<file path="config.mk">
export PLATFORM = sky130hd
export DESIGN_NAME = iic_shift_engine
export DESIGN_NICKNAME = d
export VERILOG_FILES = /design/src/rtl/iic_shift_engine.sv
export SDC_FILE = /design/constraint.sdc
export NUM_CORES = 1
export LEC_CHECK = 0
export BUFFER_PORTS_ARGS = -buffer_cell sky130_fd_sc_hd__buf_2
export CAP_MARGIN = 0
export CORE_AREA = 2 2 81 83
export DETAILED_ROUTE_END_ITERATION = 8
export DIE_AREA = 0 0 83 85
export HOLD_SLACK_MARGIN = 0.12
export SYNTH_ARGS = -nofsm -noshare
export SYNTH_HDL_FRONTEND = slang
export SYNTH_SLANG_ARGS = --single-unit
</file>
<file path="constraint.sdc">
create_clock -name clk -period 2.55 [get_ports clk]
set_input_delay 0.3825 -clock clk [delete_from_list [all_inputs] [get_ports clk]]
set_output_delay 0.3825 -clock clk [all_outputs]
set_load 0.05 [all_outputs]
</file>
<file path="src/rtl/iic_shift_engine.sv">
module iic_shift_engine #(
  parameter int W  = 9,
  parameter int DW = 3
) (
  input  logic          clk,
  input  logic          rst_n,
  input  logic          int_clk,
  input  logic          ckph,
  input  logic          tick,
  input  logic          start,
  input  logic [W-1:0]  tx_data,
  input  logic          scl_wait,
  input  logic          scl_force,
  input  logic          sda_off,
  input  logic [DW-1:0] sda_dly,
  input  logic          scl_in,
  input  logic          sda_in,
  output logic          scl_oe,
  output logic          sda_oe,
  output logic [W-1:0]  rx_buf,
  output logic          rx_load,
  output logic          xfer_irq,
  output logic          busy
);
  localparam int LAST  = 2*W - 1;
  localparam int HW    = $clog2(2*W);
  localparam int DEPTH = 1 << DW;

  logic [HW-1:0]    h;
  logic [W-1:0]     tsh, rsh;
  logic             scl_lvl, hold, sda_bit;
  logic [2:0]       scl_sy;
  logic [1:0]       sda_sy;
  logic [DEPTH-1:0] dline;

  wire ext_edge = scl_sy[2] ^ scl_sy[1];
  wire go       = start & ~busy;
  wire step     = busy & ~hold & (int_clk ? tick : ext_edge);
  wire rise     = ckph ? ~h[0] : h[0];
  wire last     = (h == HW'(LAST));
  wire fall_w   = ckph ? (h == HW'(LAST-2)) : (h == HW'(LAST-1));
  wire rise_w   = ckph & (h == HW'(LAST-1));
  wire present  = ~rise & ~(ckph & last);
  wire sda_q    = (sda_dly == '0) ? sda_bit : dline[sda_dly];

  assign scl_oe = scl_force | hold | (int_clk & ~scl_lvl);
  assign sda_oe = ~sda_off & ~sda_q;

  always_ff @(posedge clk or negedge rst_n)
    if (!rst_n) begin
      scl_sy <= '1;
      sda_sy <= '1;
      dline  <= '1;
    end else begin
      scl_sy <= {scl_sy[1:0], scl_in};
      sda_sy <= {sda_sy[0], sda_in};
      dline  <= {dline[DEPTH-2:0], sda_bit};
    end

  always_ff @(posedge clk or negedge rst_n)
    if (!rst_n) begin
      busy     <= 1'b0;
      h        <= '0;
      tsh      <= '0;
      rsh      <= '0;
      scl_lvl  <= 1'b1;
      hold     <= 1'b0;
      sda_bit  <= 1'b1;
      rx_buf   <= '0;
      rx_load  <= 1'b0;
      xfer_irq <= 1'b0;
    end else begin
      rx_load  <= 1'b0;
      xfer_irq <= 1'b0;
      if (hold && !scl_wait) hold <= 1'b0;
      if (!busy) scl_lvl <= ~ckph;
      if (go) begin
        busy    <= 1'b1;
        h       <= '0;
        rsh     <= '0;
        scl_lvl <= ~ckph;
        if (ckph) begin
          sda_bit <= tx_data[W-1];
          tsh     <= tx_data << 1;
        end else begin
          tsh     <= tx_data;
        end
      end else if (step) begin
        scl_lvl <= ~scl_lvl;
        h       <= h + 1'b1;
        if (rise) rsh <= {rsh[W-2:0], sda_sy[1]};
        if (present) begin
          sda_bit <= tsh[W-1];
          tsh     <= tsh << 1;
        end
        if (fall_w) begin
          rx_buf  <= rsh;
          rx_load <= 1'b1;
          if (scl_wait) hold <= 1'b1;
        end
        if (rise_w) begin
          rx_buf  <= {rsh[W-2:0], sda_sy[1]};
          rx_load <= 1'b1;
        end
        if (last) begin
          busy     <= 1'b0;
          xfer_irq <= 1'b1;
          h        <= '0;
        end
      end
    end

  p_irq_idle_r3: assert property (@(posedge clk) disable iff (!rst_n)
    xfer_irq |-> !busy);
  p_busy_end_r11: assert property (@(posedge clk) disable iff (!rst_n)
    $fell(busy) |-> xfer_irq);
  p_start_r11: assert property (@(posedge clk) disable iff (!rst_n)
    (start && !busy) |=> (busy && h == '0));
  p_hold_freeze_r6: assert property (@(posedge clk) disable iff (!rst_n)
    (hold && busy) |=> $stable(h));
  p_load_busy_r4: assert property (@(posedge clk) disable iff (!rst_n)
    rx_load |-> busy);
  p_load_not_irq_r5: assert property (@(posedge clk) disable iff (!rst_n)
    xfer_irq |-> !rx_load);
  p_idle_level_r2: assert property (@(posedge clk) disable iff (!rst_n)
    (!busy && int_clk && !scl_force && !hold && $stable(ckph) &&
     $past(!busy) && $past(rst_n)) |-> (scl_oe == ckph));
endmodule

</file>
==> metrics.yaml, run 1 <==
synthArstFlopShare: 1.00
yosysUniqueCellTypes: 38
die_area_um2: 7060
fin_worst_skew_ns: 0.00732
fin_area_um2: 2780
area_delta_synth_final_pct: 15.4
maxSlewHeadroom: 0.381
drc: 0
wl_um: 4750
crit_fanout: 10
synth-edff-count: 0
cts_buffer_depth: 2
p_leak_nw: 1.36
fin_util: 0.448
synth_top_cell_area_share: 0.374
synth_flop_cell: "dfrtp_1"
fin_setup_tns_ns: 0
grt_max_degree: 43
rows: 29
postPlaceCellArea_um2: 2670
cp-end-kind: "flip-flop"
h-tree-depth: 2
core_um2: 6200
setup_violations: 0
status: "complete, no violations"
fillers: 580
grt_use_total: 0.143
critPathLaunchType: "flip-flop"
synth_nets: 221
crit_family: "simple AND/OR/NAND/NOR gates"
firstDrtPassIters: 5
grt_pass1_vias: 1640
synthesis.instances: 194
hp-class: "input pin to flip-flop"
power.net_switching_mw: 1.07
globalRoute.totalOverflow: 0
cts-root-buf: "clkbuf_8"
seq_power_share: 0.460
cts_hold_buf: 0
combPwrFrac: 0.354
clock-sinks: 51
post-route-min-period_ns: 2.17
synth_warnings: 0
ant_nets: 0
initial_core_util: 0.388
crit_type: "flip-flop to flip-flop"
cts_resized: 0
via_per_inst: 5.32
worst_pin_slew_ns: 0.928
synth_top_cell_by_area: "dfrtp_1"
path_cells: "ha_1 > and3_1 > ha_1 > a21oi_1 > nand2b_2 > mux2_4"
p_per_area_nw_per_um2: 1050
num_vias: 1650
antenna_found_initial: 0
antennaDiodeCount: 0
hold_violations: 0
total_power_mw: 2.91
peakVddDrop_uv: 537
sw_frac_of_total: 0.367
clk_latency_ns: 0.30
die_w_um: 83
synth_seq_cells: 51
portBuffers: 36
clkTransAtPathRegs_ns: 0.09
wire_per_inst_um: 15.3
clkPwrFrac: 0.186
dp_hpwl_um: 3220
maxCapViolations: 0
rsz0062_at_grt: "false"
ios: 37
arrival_ns: 2.36
netlist_area_um2: 2410
slowest_stage: "dfrtp_1"
min_period_over_period: 0.850
synth-seq-area-share: 0.537
fmax_ghz: 0.462
drive_gt1_frac: 0.378
final_net_count: 259
cts_tree: "built"
power.internal_mw: 1.84
numCtsBuffers: 5
ys_top_cells_by_area: "dfrtp_1 37%, dfstp_2 16%, mux2i_1 8.7%, mux2_4 4.4%, o21ai_0 3.3%"
gp_congestion: 0.730
fp.dieH_um: 85
postSynthAreaPerCell_um2: 12.4
drt_iter0_markers: 85
critPathMaxStageDelay_ns: 0.46
post_cts_buffers: 0
cpMostUsedCell: "ha_1"
maxSlewViolCount: 0
required_ns: 2.74
worst-path-buf-inv: 0
grt_pass1_wl_um: 8100
cell type report:
cell class                      count  area (um^2)  share of cell area
Multi-Input combinational cell    129         1050               0.377
Timing Repair Buffer               40          210              0.0756
Inverter                            5         18.8             0.00675
Tap cell                           77         96.3              0.0346
Clock buffer                        7          108              0.0387
Sequential cell                    51         1290               0.466
Clock inverter                      1         5.00             0.00180
Yosys cell counts, types with 2 or more instances:
| library cell | number |
|---|---|
| mux4_2 | 2 |
| inv_1 | 5 |
| dfstp_2 | 15 |
| nand2_1 | 2 |
| mux2_4 | 7 |
| buf_2 | 3 |
| a22oi_1 | 8 |
| clkbuf_1 | 4 |
| o21a_1 | 2 |
| o31ai_1 | 3 |
| nand2b_1 | 2 |
| a211oi_1 | 3 |
| nand3_1 | 5 |
| ha_1 | 4 |
| and4bb_2 | 2 |
| nor2b_1 | 4 |
| mux2i_1 | 21 |
| a31oi_1 | 10 |
| o21ai_0 | 16 |
| xnor2_1 | 2 |
| nor2_1 | 14 |
| mux2_2 | 7 |
| dfrtp_1 | 36 |
| buf_6 | 2 |
| a21oi_1 | 2 |
power by group through the flow:
| stage | clock, mW | combinational, mW | sequential, mW |
|---|---|---|---|
| detailed placement | 0 | 1.04 | 1.35 |
| floorplan | 0 | 0.639 | 1.48 |
| global placement | 0 | 1.01 | 1.35 |
| finish | 0.541 | 1.03 | 1.34 |
| CTS | 0.564 | 1.04 | 1.34 |
| global route | 0.592 | 1.14 | 1.39 |
worst register-to-register path: stages, from the launching register on:
cell and delay (ns):
dfrtp_1 0.46, ha_1 0.27, and3_1 0.19, ha_1 0.19, a21oi_1 0.23, nand2b_2 0.37
mux2_4 0.34
state kept, by name (all words and copies together), names as in the netlist, 2 cells and up:
signal	cells
sda_sy	2
rsh	9
rx_buf	9
dline	8
h	5
tsh	9
scl_sy	3
final timing paths:
kind	startpoint	endpoint	slack, ns	cells after the start
worst min register to register	scl_sy[0]$_DFF_PN1_	scl_sy[1]$_DFF_PN1_	0.36	0
worst max register to register	h[0]$_DFFE_PN0P_	rx_buf[5]$_DFFE_PN0P_	0.38	6
max in group asynchronous	rst_n	dline[3]$_DFF_PN1_	1.59	2
worst max-delay path	h[0]$_DFFE_PN0P_	rx_buf[5]$_DFFE_PN0P_	0.38	6
worst min-delay path	scl_in	scl_sy[0]$_DFF_PN1_	0.17	1
min in group asynchronous	rst_n	xfer_irq$_DFF_PN0_	0.22	1
metal layers:
layer,global-route usage,share of wire,up-vias
met5,0,0,-
met4,0.0507,0.012,0
met3,0.0331,0.038,5
met2,0.221,0.44,36
met1,0.198,0.51,819
li1,-,-,790
cell families (layout without fill, tap and decap cells):
family	Yosys count	after routing	share of synthesized area
XOR/XNOR	2	2	0.00727
AND/OR/NAND/NOR	37	37	0.0852
multiplexers	37	37	0.182
flip-flops	51	51	0.537
buffers and inverters	14	53	0.0296
AO/OA/AOI/OAI	49	49	0.138
adder cells (fa/ha/maj)	4	4	0.0208
stage by stage:
step | setup slack [ns] | cells | hold slack (ns)
5_1_grt | 0.263 | 310 | 0.147
6_report | 0.383 | 310 | 0.169
4_1_cts | 0.391 | 310 | 0.156
3_3_place_gp | 0.487 | 302 | 0.346
2_1_floorplan | 0.469 | 194 | 0.0869
3_5_place_dp | 0.421 | 302 | 0.348
placed cells by master (no fill, tap or decap), types with 2 or more instances in the layout:
cell type / n
and4bb_2: 2
mux2i_1: 21
a211oi_1: 2
buf_2: 36
mux2_4: 7
o21ai_0: 16
a31oi_1: 10
o21a_1: 2
buf_4: 4
clkbuf_8: 6
nand3_1: 5
mux2_2: 7
ha_1: 4
nand2_1: 2
dfstp_2: 15
a21oi_1: 2
o31ai_1: 3
dfrtp_1: 36
nor2b_1: 4
nor2_1: 14
mux4_2: 2
xnor2_1: 2
a22oi_1: 8
inv_1: 5
nand2b_1: 2
No activity file was read; power rests on OpenSTA's default activity.
==> run 2: changes to the inputs <==
- clock period: 2.55 -> 2.1 ns (I/O delays scaled with it)
==> run 2 against run 1 <==
Hold slack better by 0.067 ns. Combinational power up 26%. Largest power group unchanged. Sequential power up 21%. Largest cell class unchanged.
==> metrics.yaml, run 2 (synthesis results as in run 1) <==
hp-class: "input pin to flip-flop"
fin_worst_skew_ns: 0.0104  # +0.00308 ns
crit_fanout: 4  # -6
num_vias: 1666  # +0.97%
hold_violations: 0  # unchanged
drt_iter0_markers: 71  # -16%
globalRoute.totalOverflow: 0  # unchanged
min_period_over_period: 0.955
endpoint: "sda_oe"
critPathLaunchType: "flip-flop"
gp_congestion: 0.770  # +5.4%
wire_per_inst_um: 15.5  # +1.3%
maxSlewViolCount: 0  # unchanged
cp-end-kind: "output port"
crit_path_start: "sda_bit$_DFFE_PN1P_"
cts_buffer_depth: 2  # unchanged
numCtsBuffers: 5  # unchanged
holdWs_ns: 0.235  # +0.0666 ns
maxCapViolations: 0  # unchanged
h-tree-depth: 2  # unchanged
fin_setup_tns_ns: 0  # unchanged
clock-sinks: 51  # unchanged
total_power_mw: 3.74  # +28%
antenna_found_initial: 0  # unchanged
fillers: 570  # -1.7%
arrival_ns: 1.69  # -0.67 ns
post_cts_buffers: 0  # unchanged
ant_nets: 0  # unchanged
fp.dieH_um: 85  # unchanged
die_area_um2: 7060  # unchanged
required_ns: 1.78  # -0.96 ns
post-route-min-period_ns: 2.01
portBuffers: 36  # unchanged
drive_gt1_frac: 0.383  # +0.00565
clk_latency_ns: 0.31  # about the same
cts_tree: "built"
postPlaceCellArea_um2: 2700  # +1.1%
die_w_um: 83  # unchanged
timing.rr.end: "rx_buf[2]$_DFFE_PN0P_"
reg_top3: "rsh: 9 flops, rx_buf: 9 flops, tsh: 9 flops"
wl_um: 4920  # +3.6%
fmax_ghz: 0.499
p_leak_nw: 1.40  # +3.2%
dp_hpwl_um: 3430  # +6.5%
fin_area_um2: 2880  # +3.4%
worst-r2r-cell-count: 6  # unchanged
grt_pass1_wl_um: 8450  # +4.3%
worst_pin_slew_ns: 0.524  # -0.404 ns
final_common_cell: "dfrtp_1"
reg2reg_from: "h[0]$_DFFE_PN0P_"
rows: 29  # unchanged
rsz0062_at_grt: "false"
initial_core_util: 0.388  # unchanged
maxSlewHeadroom: 0.651  # +0.270
rrSetupSlack_ns: 0.12  # -0.26 ns
firstDrtPassIters: 4  # -1
antennaDiodeCount: 0  # unchanged
grt_max_degree: 31  # -28%
via_per_inst: 5.26  # -1.3%
ios: 37  # unchanged
final_cell_mix: "36 x dfrtp_1, 35 x buf_2, 21 x mux2i_1"
cts-root-buf: "clkbuf_8"
p_per_area_nw_per_um2: 1300  # +24%
core_um2: 6200  # unchanged
peakVddDrop_uv: 696  # +30%
grt_pass1_vias: 1716  # +4.6%
setup_violations: 0  # unchanged
status: "complete, no violations"
drc: 0  # unchanged
grt_use_total: 0.147  # +0.00423
crit_type: "flip-flop to output port"
clkTransAtPathRegs_ns: 0.10  # about the same
area_delta_synth_final_pct: 19.3
final_net_count: 266  # +2.7%
## run 2: final cells by class
type                            count  area, um^2  share of cell area
Multi-Input combinational cell    129        1050               0.365
Tap cell                           77        96.3              0.0335
Sequential cell                    51        1290               0.450
Inverter                            5        18.8             0.00653
Clock buffer                        5        68.8              0.0239
Timing Repair Buffer               47         277              0.0962
Clock inverter                      3        71.3              0.0248
## run 2: worst min-delay path by stage
| stage | start | endpoint | slack, ns | depth (start not counted) |
|---|---|---|---|---|
| after floorplan | rst_n | busy$_DFFE_PN0P_ | 0.02 | 0 |
| after global placement | rst_n | hold$_DFF_PN0_ | 0.29 | 1 |
| after detailed placement | rst_n | hold$_DFF_PN0_ | 0.29 | 1 |
| after CTS | scl_wait | hold$_DFF_PN0_ | 0.23 | 2 |
| after global routing | scl_wait | hold$_DFF_PN0_ | 0.22 | 2 |
| final | scl_wait | hold$_DFF_PN0_ | 0.24 | 2 |
## run 2: stage by stage
stage / worst slack (ns) / cells / util
after floorplan: 0.143 / 194 / -
after global placement: 0.193 / 306 / 0.435
after detailed placement: 0.137 / 306 / 0.435
after CTS: 0.00938 / 317 / 0.462
after global routing: 0.0100 / 317 / 0.463
final: 0.0948 / 317 / 0.463
## run 2: metal layers
metal / GRT usage / part of all wire / vias to the layer above
met3: 0.0243 / 0.031 / 7
met1: 0.201 / 0.47 / 825
met4: 0.0447 / 0.012 / 0
li1: - / - / 799
met5: 0 / 0 / -
met2: 0.241 / 0.49 / 35
## run 2: power breakdown
group          internal [mW]  leakage, nW  switching (mW)
Sequential              1.38        0.622           0.247
Combinational          0.555        0.708           0.741
Clock                  0.484       0.0703           0.337
## run 2: worst max-delay path: stages (launching register included)
cell and delay, ns:
dfstp_2 0.40, mux4_2 0.44, nor2b_1 0.15, a211oi_2 0.21, buf_6 0.19
## run 2: repair_timing
| item | 4_1_cts | 5_1_grt |
|---|---|---|
| hold endpoints to repair | 15 | 0 |
| gates resized for setup | 0 | 3 |
| endpoints found under the setup margin | 0 | 1 |
| hold buffers | 3 | 0 |
